File: src/rtl/xt_pkg.sv
package xt_pkg;

   // Value driven on out_data while no word is presented
   typedef enum logic {
      XT_IDLE_HOLD = 1'b0,
      XT_IDLE_ZERO = 1'b1
   } xt_idle_e;

   function automatic int unsigned xt_cnt_w(input int unsigned depth);
      return $clog2(depth + 1);
   endfunction

   function automatic int unsigned xt_ptr_w(input int unsigned depth);
      return (depth < 2) ? 1 : $clog2(depth);
   endfunction

   function automatic bit xt_is_pow2(input int unsigned depth);
      return (depth != 0) && ((depth & (depth - 1)) == 0);
   endfunction

endpackage

File: src/rtl/xt_fifo.sv
module xt_fifo
   import xt_pkg::*;
#(
   parameter int unsigned WIDTH = 8,
   parameter int unsigned DEPTH = 8
) (
   input  logic             clk,
   input  logic             rst,
   input  logic             push_req,
   input  logic [WIDTH-1:0] push_data,
   input  logic             pop,
   output logic [WIDTH-1:0] head,
   output logic             empty,
   output logic             full,
   output logic             overflow
);
   localparam int unsigned AW = xt_ptr_w(DEPTH);
   localparam int unsigned CW = xt_cnt_w(DEPTH);
   localparam logic [CW-1:0] CNT_FULL = CW'(DEPTH);

   logic [WIDTH-1:0] mem [DEPTH];
   logic [AW-1:0]    wr_ptr, rd_ptr, wr_ptr_nx, rd_ptr_nx;
   logic [CW-1:0]    count;
   logic             push;

   initial begin : elab_chk
      if (DEPTH < 2)  $fatal(1, "xt_fifo: DEPTH must be at least 2");
      if (WIDTH < 1)  $fatal(1, "xt_fifo: WIDTH must be at least 1");
   end

   assign full  = (count == CNT_FULL);
   assign empty = (count == '0);
   assign push  = push_req && !full;
   assign head  = mem[rd_ptr];

   generate
      if (xt_is_pow2(DEPTH)) begin : g_wrap_free
         assign wr_ptr_nx = wr_ptr + 1'b1;
         assign rd_ptr_nx = rd_ptr + 1'b1;
      end else begin : g_wrap_cmp
         localparam logic [AW-1:0] LAST = AW'(DEPTH - 1);
         assign wr_ptr_nx = (wr_ptr == LAST) ? '0 : wr_ptr + 1'b1;
         assign rd_ptr_nx = (rd_ptr == LAST) ? '0 : rd_ptr + 1'b1;
      end
   endgenerate

   always_ff @(posedge clk) begin
      if (push) mem[wr_ptr] <= push_data;
   end

   always_ff @(posedge clk) begin
      if (rst) begin
         wr_ptr   <= '0;
         rd_ptr   <= '0;
         count    <= '0;
         overflow <= 1'b0;
      end else begin
         if (push) wr_ptr <= wr_ptr_nx;
         if (pop)  rd_ptr <= rd_ptr_nx;
         case ({push, pop})
            2'b10:   count <= count + 1'b1;
            2'b01:   count <= count - 1'b1;
            default: count <= count;
         endcase
         if (push_req && full) overflow <= 1'b1;
      end
   end

endmodule

File: src/rtl/xt_outstage.sv
module xt_outstage
   import xt_pkg::*;
#(
   parameter int unsigned WIDTH = 8,
   parameter xt_idle_e    IDLE  = XT_IDLE_HOLD
) (
   input  logic             clk,
   input  logic             rst,
   input  logic             xoff,
   input  logic             src_empty,
   input  logic [WIDTH-1:0] src_head,
   output logic             pop,
   output logic             valid_q,
   output logic [WIDTH-1:0] data_q
);
   // A word leaves whenever the throttle is low and one is waiting
   assign pop = !xoff && !src_empty;

   always_ff @(posedge clk) begin
      if (rst) valid_q <= 1'b0;
      else     valid_q <= pop;
   end

   generate
      if (IDLE == XT_IDLE_ZERO) begin : g_idle_zero
         always_ff @(posedge clk) begin
            if (rst)      data_q <= '0;
            else if (pop) data_q <= src_head;
            else          data_q <= '0;
         end
      end else begin : g_idle_hold
         always_ff @(posedge clk) begin
            if (rst)      data_q <= '0;
            else if (pop) data_q <= src_head;
         end
      end
   endgenerate

endmodule

File: src/rtl/xoff_stream_tx.sv
module xoff_stream_tx
   import xt_pkg::*;
#(
   parameter int unsigned WIDTH = 8,
   parameter int unsigned DEPTH = 8,
   parameter xt_idle_e    IDLE  = XT_IDLE_HOLD
) (
   input  logic             clk,
   input  logic             rst,
   input  logic             wr_en,
   input  logic [WIDTH-1:0] wr_data,
   output logic             full,
   output logic             overflow,
   input  logic             xoff,
   output logic             out_valid,
   output logic [WIDTH-1:0] out_data
);
   logic             buf_empty;
   logic             buf_pop;
   logic [WIDTH-1:0] buf_head;

   xt_fifo #(.WIDTH(WIDTH), .DEPTH(DEPTH)) u_buf (
      .clk       (clk),
      .rst       (rst),
      .push_req  (wr_en),
      .push_data (wr_data),
      .pop       (buf_pop),
      .head      (buf_head),
      .empty     (buf_empty),
      .full      (full),
      .overflow  (overflow)
   );

   xt_outstage #(.WIDTH(WIDTH), .IDLE(IDLE)) u_out (
      .clk       (clk),
      .rst       (rst),
      .xoff      (xoff),
      .src_empty (buf_empty),
      .src_head  (buf_head),
      .pop       (buf_pop),
      .valid_q   (out_valid),
      .data_q    (out_data)
   );

endmodule

File: config.mk
export PLATFORM = sky130hd
export DESIGN_NAME = xoff_stream_tx
export DESIGN_NICKNAME = d
export VERILOG_FILES = /design/src/rtl/xt_pkg.sv /design/src/rtl/xt_fifo.sv /design/src/rtl/xt_outstage.sv /design/src/rtl/xoff_stream_tx.sv
export SDC_FILE = /design/constraint.sdc
export NUM_CORES = 1
export LEC_CHECK = 0
export ABC_AREA = 1
export BUFFER_PORTS_ARGS = -buffer_cell sky130_fd_sc_hd__buf_2
export CAP_MARGIN = 20
export CORE_ASPECT_RATIO = 0.6
export CORE_MARGIN = 4
export CORE_UTILIZATION = 40
export CTS_BUF_LIST = sky130_fd_sc_hd__clkbuf_2 sky130_fd_sc_hd__clkbuf_4 sky130_fd_sc_hd__clkbuf_8
export CTS_CLUSTER_SIZE = 28
export DETAILED_ROUTE_END_ITERATION = 10
export GPL_TIMING_DRIVEN = 0
export PLACE_DENSITY = 0.62
export SYNTH_ARGS = -nofsm -noshare
export SYNTH_HDL_FRONTEND = slang
export SYNTH_SLANG_ARGS = --single-unit
File: constraint.sdc
create_clock -name clk -period 2.8 [get_ports clk]
set_clock_uncertainty 0.05 [all_clocks]
set_input_delay 0.14 -clock clk [delete_from_list [all_inputs] [get_ports clk]]
set_output_delay 0.14 -clock clk [all_outputs]
set_load 0.005 [all_outputs]
==> flow_summary_export.csv, run 1 <==
group,metric,value,unit
clocking,h-tree-depth,3,
worst_setup_path,cp.arrival,2.41,ns
power,powerDensity,868,mW/mm^2
drt,route.met3.wl,567,um
worst_setup_path,r2r-start,"u_buf.count[0]$_SDFFE_PP0P_",
logic_synthesis,synth-edff-count,64,
sta,setup_tns,0,ns
sta,finalHoldViolCount,0,
worst_setup_path,worstSetupPathType,"flop to flop",
clocking,cts_setup_buffers,0,
worst_setup_path,reg2reg_depth,13,
drt,dr.max_layer_used,"met4",
clocking,cts.sinks,84,
clocking,cts-root-buf,"clkbuf_8",
placed_design,dpl-instance-area,0.00392,sq mm
die,initial_core_util,0.421,
die,dieArea,0.0108,sq mm
worst_setup_path,startpoint_type,"flop",
final_layout,num-nets-final,429,
sta,rsz0062_at_grt,"false",
drt,first_pass_iters,5,
die,core_area,0.00872,sq mm
worst_setup_path,cp-end-kind,"flop",
grt,antenna_found_initial,0,
sta,timing.final.crit_share,0.792,
sta,finalSetupViolations,0,
clocking,ctsResizeCount,0,
worst_setup_path,r2r_slack,0.58,ns
worst_setup_path,crit_chain,"nor2_2 -> nand3_2 -> nand2_2 -> inv_2 -> ha_1 -> nand2_1 -> inv_1 -> nor2_1 -> ha_1 -> a21oi_1 -> xnor2_1 -> o21ai_0 -> inv_1",
hold_path,whs_path_depth,1,
logic_synthesis,ys.warnings.count,0,
drt,drt_iter0_drc,163,
worst_setup_path,timing.rr.end,"u_buf.count[2]$_SDFFE_PP0P_",
clocking,cts-buffers-inserted,9,
grt,grt_start_max_net_pins,15,
drt,wl,7740,um
power,p_leak,1.85,nW
die,num_rows,26,
sta,tightest_slew,0.927,ns
die,die_y,82.2,um
logic_synthesis,synth.avg_cell_area,9.76,sq um
logic_synthesis,yosys.cell_types.count,24,
clocking,clock_path_buffers,2,
final_layout,n_antenna_cell,0,
hold_path,hold_path_startpoint,"wr_data[2]",
grt,grt_pass1_vias,2445,
worst_setup_path,cp_slowest_cell,"dfxtp_1",
die,num_io_pins,23,
logic_synthesis,syn-cell-area,0.00367,sq mm
final_layout,final_area,0.00419,sq mm
grt,grt_use_total,0.156,
logic_synthesis,synth-seq-cells,84,
sta,max_slew_margin,0.380,
drt,ant_nets,0,
clocking,clkSlewWorstSetupHoldPaths,0.08,ns
clocking,postCtsHoldBufs,3,
power,peakVddDrop,0.445,mV
drt,wl_per_cell,14.6,um
final_layout,drive_above_1_share,0.141,
placed_design,port_buffers,22,
clocking,cts_tree,"yes",
final_layout,final_common_cell,"nand2_1",
final_layout,mostFrequentLayoutCells,"nand2_1 (105), inv_1 (64), edfxtp_1 (64), nand3_1 (52), buf_2 (25)",
grt,grt_first_pass_wirelength,12500,um
logic_synthesis,netlist_instances,376,
logic_synthesis,syn_nets,393,
worst_setup_path,required,2.99,ns
die,dieWidth,132,um
final_layout,n_fill_cell,808,
drt,drc,0,
worst_setup_path,cpPeakStageDelay,0.44,ns
final_layout,synthToLayoutAreaGrowth,14.0,%
hold_path,hold_class,"primary input to flop",
sta,finalMaxSlewViolations,0,
drt,wl_met1,3920,um
drt,wl_met2,3120,um
clocking,worstSkewPairLatency,0.35,ns
sta,fmax,451,MHz
final_layout,multiInputGateArea,976,sq um
drt,dr_total_vias,2537,
logic_synthesis,seq_area_frac_synth,0.633,
worst_setup_path,cp_max_fo,10,
run,drv_cap,0,
hold_path,hold_end,"u_buf.mem[0][2]$_DFFE_PP_",
final_layout,seq_area,0.00232,sq mm
drt,post_drt_via_cell_ratio,4.80,
run_status,outcome,"finished clean",
placed_design,place.gp.congestion,0.828,
placed_design,hpwl,5440,um
sta,period_needed,2.22,ns
logic_synthesis,synthArstFlopShare,0,
grt,overflow,0,
logic_synthesis,ys.flop_type,"edfxtp_1",
where the power goes:
part,total (mW),switching [mW],internal (mW),leakage (nW)
logic,1.08,0.682,0.397,0.985
clock network,0.998,0.402,0.596,0.121
registers,1.56,0.0766,1.48,0.745
cell type report:
type / count / share of cell area
multi-input cells: 211 / 0.233
inverters: 68 / 0.0622
well taps: 112 / 0.0335
clock buffers: 10 / 0.0314
flip-flops and latches: 84 / 0.555
plain buffers: 13 / 0.0269
clock inverters: 6 / 0.0248
repair buffers: 25 / 0.0335
kinds of logic after synthesis:
logic type	synth area share
AO/OA/AOI/OAI	0.0337
buffers and inverters	0.102
AND/OR/NAND/NOR	0.208
flip-flops	0.633
XOR/XNOR	0.00716
adder cells (fa/ha/maj)	0.0170
synthesized netlist by cell type (3+ instances only):
library cell / n / area [sq um]
dfxtp_1: 20 / 400
o21ai_0: 7 / 35.0
edfxtp_1: 64 / 1920
inv_1: 64 / 240
nand2_1: 105 / 394
ha_1: 5 / 62.6
buf_2: 3 / 15.0
nor2_1: 15 / 56.3
nand3_1: 52 / 260
a21oi_1: 16 / 80.1
buf_6: 7 / 78.8
per-stage QoR:
step           instances  utilization  power (mW)  setup slack [ns]  hold WS, ns
6_report             529        0.480        3.63             0.583       0.0283
5_1_grt              529        0.480        3.87             0.416       0.0274
4_1_cts              529        0.480        3.65             0.622      0.00919
3_5_place_dp         510        0.450        2.65             0.649        0.343
3_3_place_gp         510        0.450        2.63             0.688        0.333
2_1_floorplan        376            -        2.33             0.959        0.159
worst max path at each step:
| stage | start | end | slack, ns | depth (start not counted) |
|---|---|---|---|---|
| after floorplan | u_buf.count[0]$_SDFFE_PP0P_ | u_buf.count[2]$_SDFFE_PP0P_ | 0.96 | 13 |
| after global placement | u_buf.count[0]$_SDFFE_PP0P_ | u_buf.count[2]$_SDFFE_PP0P_ | 0.69 | 13 |
| after detailed placement | u_buf.count[0]$_SDFFE_PP0P_ | u_buf.count[2]$_SDFFE_PP0P_ | 0.65 | 13 |
| after CTS | u_buf.count[0]$_SDFFE_PP0P_ | u_buf.count[2]$_SDFFE_PP0P_ | 0.62 | 13 |
| after global routing | u_buf.count[0]$_SDFFE_PP0P_ | u_buf.count[2]$_SDFFE_PP0P_ | 0.42 | 13 |
| final | u_buf.count[0]$_SDFFE_PP0P_ | u_buf.count[2]$_SDFFE_PP0P_ | 0.58 | 13 |
flip-flops by register name (all words and copies together), names as in the netlist:
name,flops
u_buf.count,4
u_buf.mem,64
u_buf.overflow,1
u_buf.rd_ptr,3
u_buf.wr_ptr,3
u_out.data_q,8
u_out.valid_q,1
critical path: cells and delay by family (launching register included):
kind                       cells  cell delay, ns
and+or+nand+nor                5            0.41
xor gates and xnor gates       1            0.08
adders and majority gates      2            0.43
AOI/OAI and AO/OA              2            0.34
buffers and inverters          3            0.35
DFF                            1            0.44
metal layers:
layer	track usage	vias to the layer above
li1	-	1277
met1	0.216	1170
met2	0.234	74
met3	0.0515	16
met4	0.0493	0
met5	0	-
(Power assumes the default switching activity.)
==> run 2, diff against run 1 <==
--- a/config.mk
+++ b/config.mk
@@ -15,7 +15,7 @@
 export CTS_CLUSTER_SIZE = 28
 export DETAILED_ROUTE_END_ITERATION = 10
 export GPL_TIMING_DRIVEN = 0
-export PLACE_DENSITY = 0.62
+export PLACE_DENSITY = 0.65
 export SYNTH_ARGS = -nofsm -noshare
 export SYNTH_HDL_FRONTEND = slang
 export SYNTH_SLANG_ARGS = --single-unit
==> constraint.sdc (replaced) <==
create_clock -name clk -period 1.8 [get_ports clk]
set_clock_uncertainty 0.05 [all_clocks]
set_input_delay 0.09 -clock clk [delete_from_list [all_inputs] [get_ports clk]]
set_output_delay 0.09 -clock clk [all_outputs]
set_load 0.005 [all_outputs]
==> run 2 against run 1 <==
Compared with the run above: the run now ends with hold timing, setup timing left; sequential power grew 58%; combinational power grew 88%; flip-flop and latch count is the same; via count grew 1.7%; global-route usage grew 0.32 points; critical endpoint unchanged.
==> flow_summary_export.csv, run 2 (synthesis results as in run 1) <==
group,metric,value,unit
clocking,cts-buffers-inserted,9,
die,dieArea,0.0108,sq mm
sta,timing.final.crit_share,1.05,
clocking,cts.sinks,84,
drt,drt_iter0_drc,215,
power,internal-power,3.81,mW
final_layout,synthToLayoutAreaGrowth,20.0,%
run_status,outcome,"finished with violations",
worst_setup_path,worstSetupPathType,"flop to flop",
final_layout,n_fill_cell,780,
die,core_area,0.00872,sq mm
grt,grt_start_max_net_pins,14,
run_status,violations,"hold timing, setup timing",
grt,overflow,0,
die,initial_core_util,0.421,
drt,wl,8250,um
worst_setup_path,required,2.00,ns
drt,first_pass_iters,4,
sta,fmax,530,MHz
die,num_io_pins,23,
worst_setup_path,cp-end-kind,"flop",
worst_setup_path,cpPeakStageDelay,0.37,ns
worst_setup_path,cp_max_fo,5,
drt,dr_total_vias,2580,
sta,max_slew_margin,0.661,
sta,fin_ws,-0.0867,ns
placed_design,place.gp.congestion,0.844,
power,combinationalPowerShare,0.351,
worst_setup_path,cp_slowest_cell,"dfxtp_4",
clocking,worstSkewPairLatency,0.36,ns
sta,rsz0062_at_grt,"true",
power,seqPwrFrac,0.424,
power,total_power,5.80,mW
die,num_rows,26,
final_layout,drive_above_1_share,0.207,
final_layout,final_common_cell,"nand2_1",
grt,grt_use_total,0.159,
final_layout,mostFrequentLayoutCells,"nand2_1 (103), edfxtp_1 (64), inv_1 (62), nand3_1 (51), buf_2 (25)",
drt,drc,0,
clocking,cts_tree,"yes",
sta,finalSetupViolations,1,
sta,finalMaxSlewViolations,0,
worst_setup_path,crit_chain,"nor2_4 -> nand3_2 -> nand2_4 -> clkinv_8 -> ha_4 -> nand2_2 -> inv_2 -> nor2_4 -> ha_4 -> a21oi_2 -> xnor2_1 -> o21ai_1 -> inv_1",
final_layout,regMostFlops,"u_buf.mem",
clocking,cts-root-buf,"clkbuf_8",
grt,grt_pass1_vias,2409,
grt,antenna_found_initial,0,
drt,ant_nets,0,
power,p_leak,1.90,nW
final_layout,largestRegisters,"u_buf.mem: 64 flops, u_out.data_q: 8 flops, u_buf.count: 4 flops",
sta,tightest_slew,0.509,ns
worst_setup_path,cp.arrival,2.09,ns
final_layout,num-nets-final,442,
power,peakVddDrop,0.645,mV
sta,hold_ws,-0.00300,ns
final_layout,largest_reg_flops,64,
placed_design,dp_cells,510,
die,die_y,82.2,um
sta,period_needed,1.89,ns
drt,post_drt_via_cell_ratio,4.76,
die,dieWidth,132,um
power,sw_frac_of_total,0.343,
sta,finalHoldViolCount,4,
worst_setup_path,startpoint_type,"flop",
clocking,clkSlewWorstSetupHoldPaths,0.08,ns
placed_design,port_buffers,22,
power,powerDensity,1320,mW/mm^2
placed_design,dpl-instance-area,0.00393,sq mm
final_layout,stdcell_count,542,
placed_design,hpwl,5590,um
clocking,clock_path_buffers,2,
clocking,h-tree-depth,3,
power,p_switching,1.99,mW
hold_path,hold_class,"primary input to flop",
run,drv_cap,0,
grt,grt_first_pass_wirelength,12700,um
final_layout,final_area,0.00441,sq mm
drt,wl_per_cell,15.2,um
power,p_clk_frac,0.226,
final_layout,n_antenna_cell,0,
==> run 2: cell count changes in the layout (fill, tap and decap cells not counted), sizes merged <==
cell         change
buf              +7
bufinv           -2
clkbuf           +2
clkinv           +1
dlygate4sd3      +6
inv              -1
==> run 2: critical path, delay by kind of cell (launching register included) <==
| kind | cells | cell delay (ns) |
|---|---|---|
| DFF | 1 | 0.37 |
| adders and majority gates | 2 | 0.32 |
| and+or+nand+nor | 5 | 0.53 |
| AOI/OAI and AO/OA | 2 | 0.20 |
| buffers and inverters | 3 | 0.18 |
| xor gates and xnor gates | 1 | 0.12 |
==> run 2: worst paths after layout <==
path | from | endpoint | slack, ns | depth (start not counted)
max reg2reg | u_buf.count[1]$_SDFFE_PP0P_ | u_buf.count[2]$_SDFFE_PP0P_ | -0.09 | 13
min | wr_data[0] | u_buf.mem[3][0]$_DFFE_PP_ | -0.003 | 1
max | u_buf.count[1]$_SDFFE_PP0P_ | u_buf.count[2]$_SDFFE_PP0P_ | -0.09 | 13
min reg2reg | u_out.data_q[1]$_SDFFE_PP0P_ | u_out.data_q[1]$_SDFFE_PP0P_ | 0.41 | 2
==> run 2: final cells by class <==
class	count	area [sq um]	area share
flip-flops and latches	84	2330	0.529
multi-input cells	211	1110	0.252
plain buffers	13	113	0.0256
well taps	112	140	0.0318
clock inverters	4	42.5	0.00965
clock buffers	12	146	0.0332
repair buffers	38	253	0.0574
inverters	68	273	0.0619
==> run 2: timing repair <==
| item | 4_1_cts | 5_1_grt |
|---|---|---|
| setup endpoints to repair | 67 | 62 |
| endpoints found under the hold margin | 53 | 0 |
| buffers inserted | 1 | 6 |
| gates resized for setup | 14 | 29 |
| hold buffers | 9 | 0 |
| pin swaps | 2 | 6 |
==> run 2: routing by layer <==
metal | GRT usage | share of wire | vias up
li1 | - | - | 1312
met4 | 0.0346 | 0.0097 | 0
met3 | 0.0593 | 0.080 | 8
met1 | 0.228 | 0.49 | 1198
met2 | 0.230 | 0.42 | 62
met5 | 0 | 0 | -
==> run 2: metrics by stage <==
stage / util / worst slack, ns / setup TNS, ns
floorplan: - / 0.0187 / 0
global placement: 0.451 / -0.271 / -9.48
global route: 0.505 / -0.170 / -0.644
finish: 0.505 / -0.0867 / -0.0867
detailed placement: 0.451 / -0.287 / -12.11
CTS: 0.487 / -0.156 / -2.94
==> run 2: power by group through the flow <==
stage	combinational (mW)	sequential, mW	clock [mW]
2_1_floorplan	1.19	2.45	0
4_1_cts	1.76	2.44	1.33
5_1_grt	2.27	2.48	1.43
3_3_place_gp	1.64	2.46	0
6_report	2.03	2.46	1.31
3_5_place_dp	1.67	2.47	0
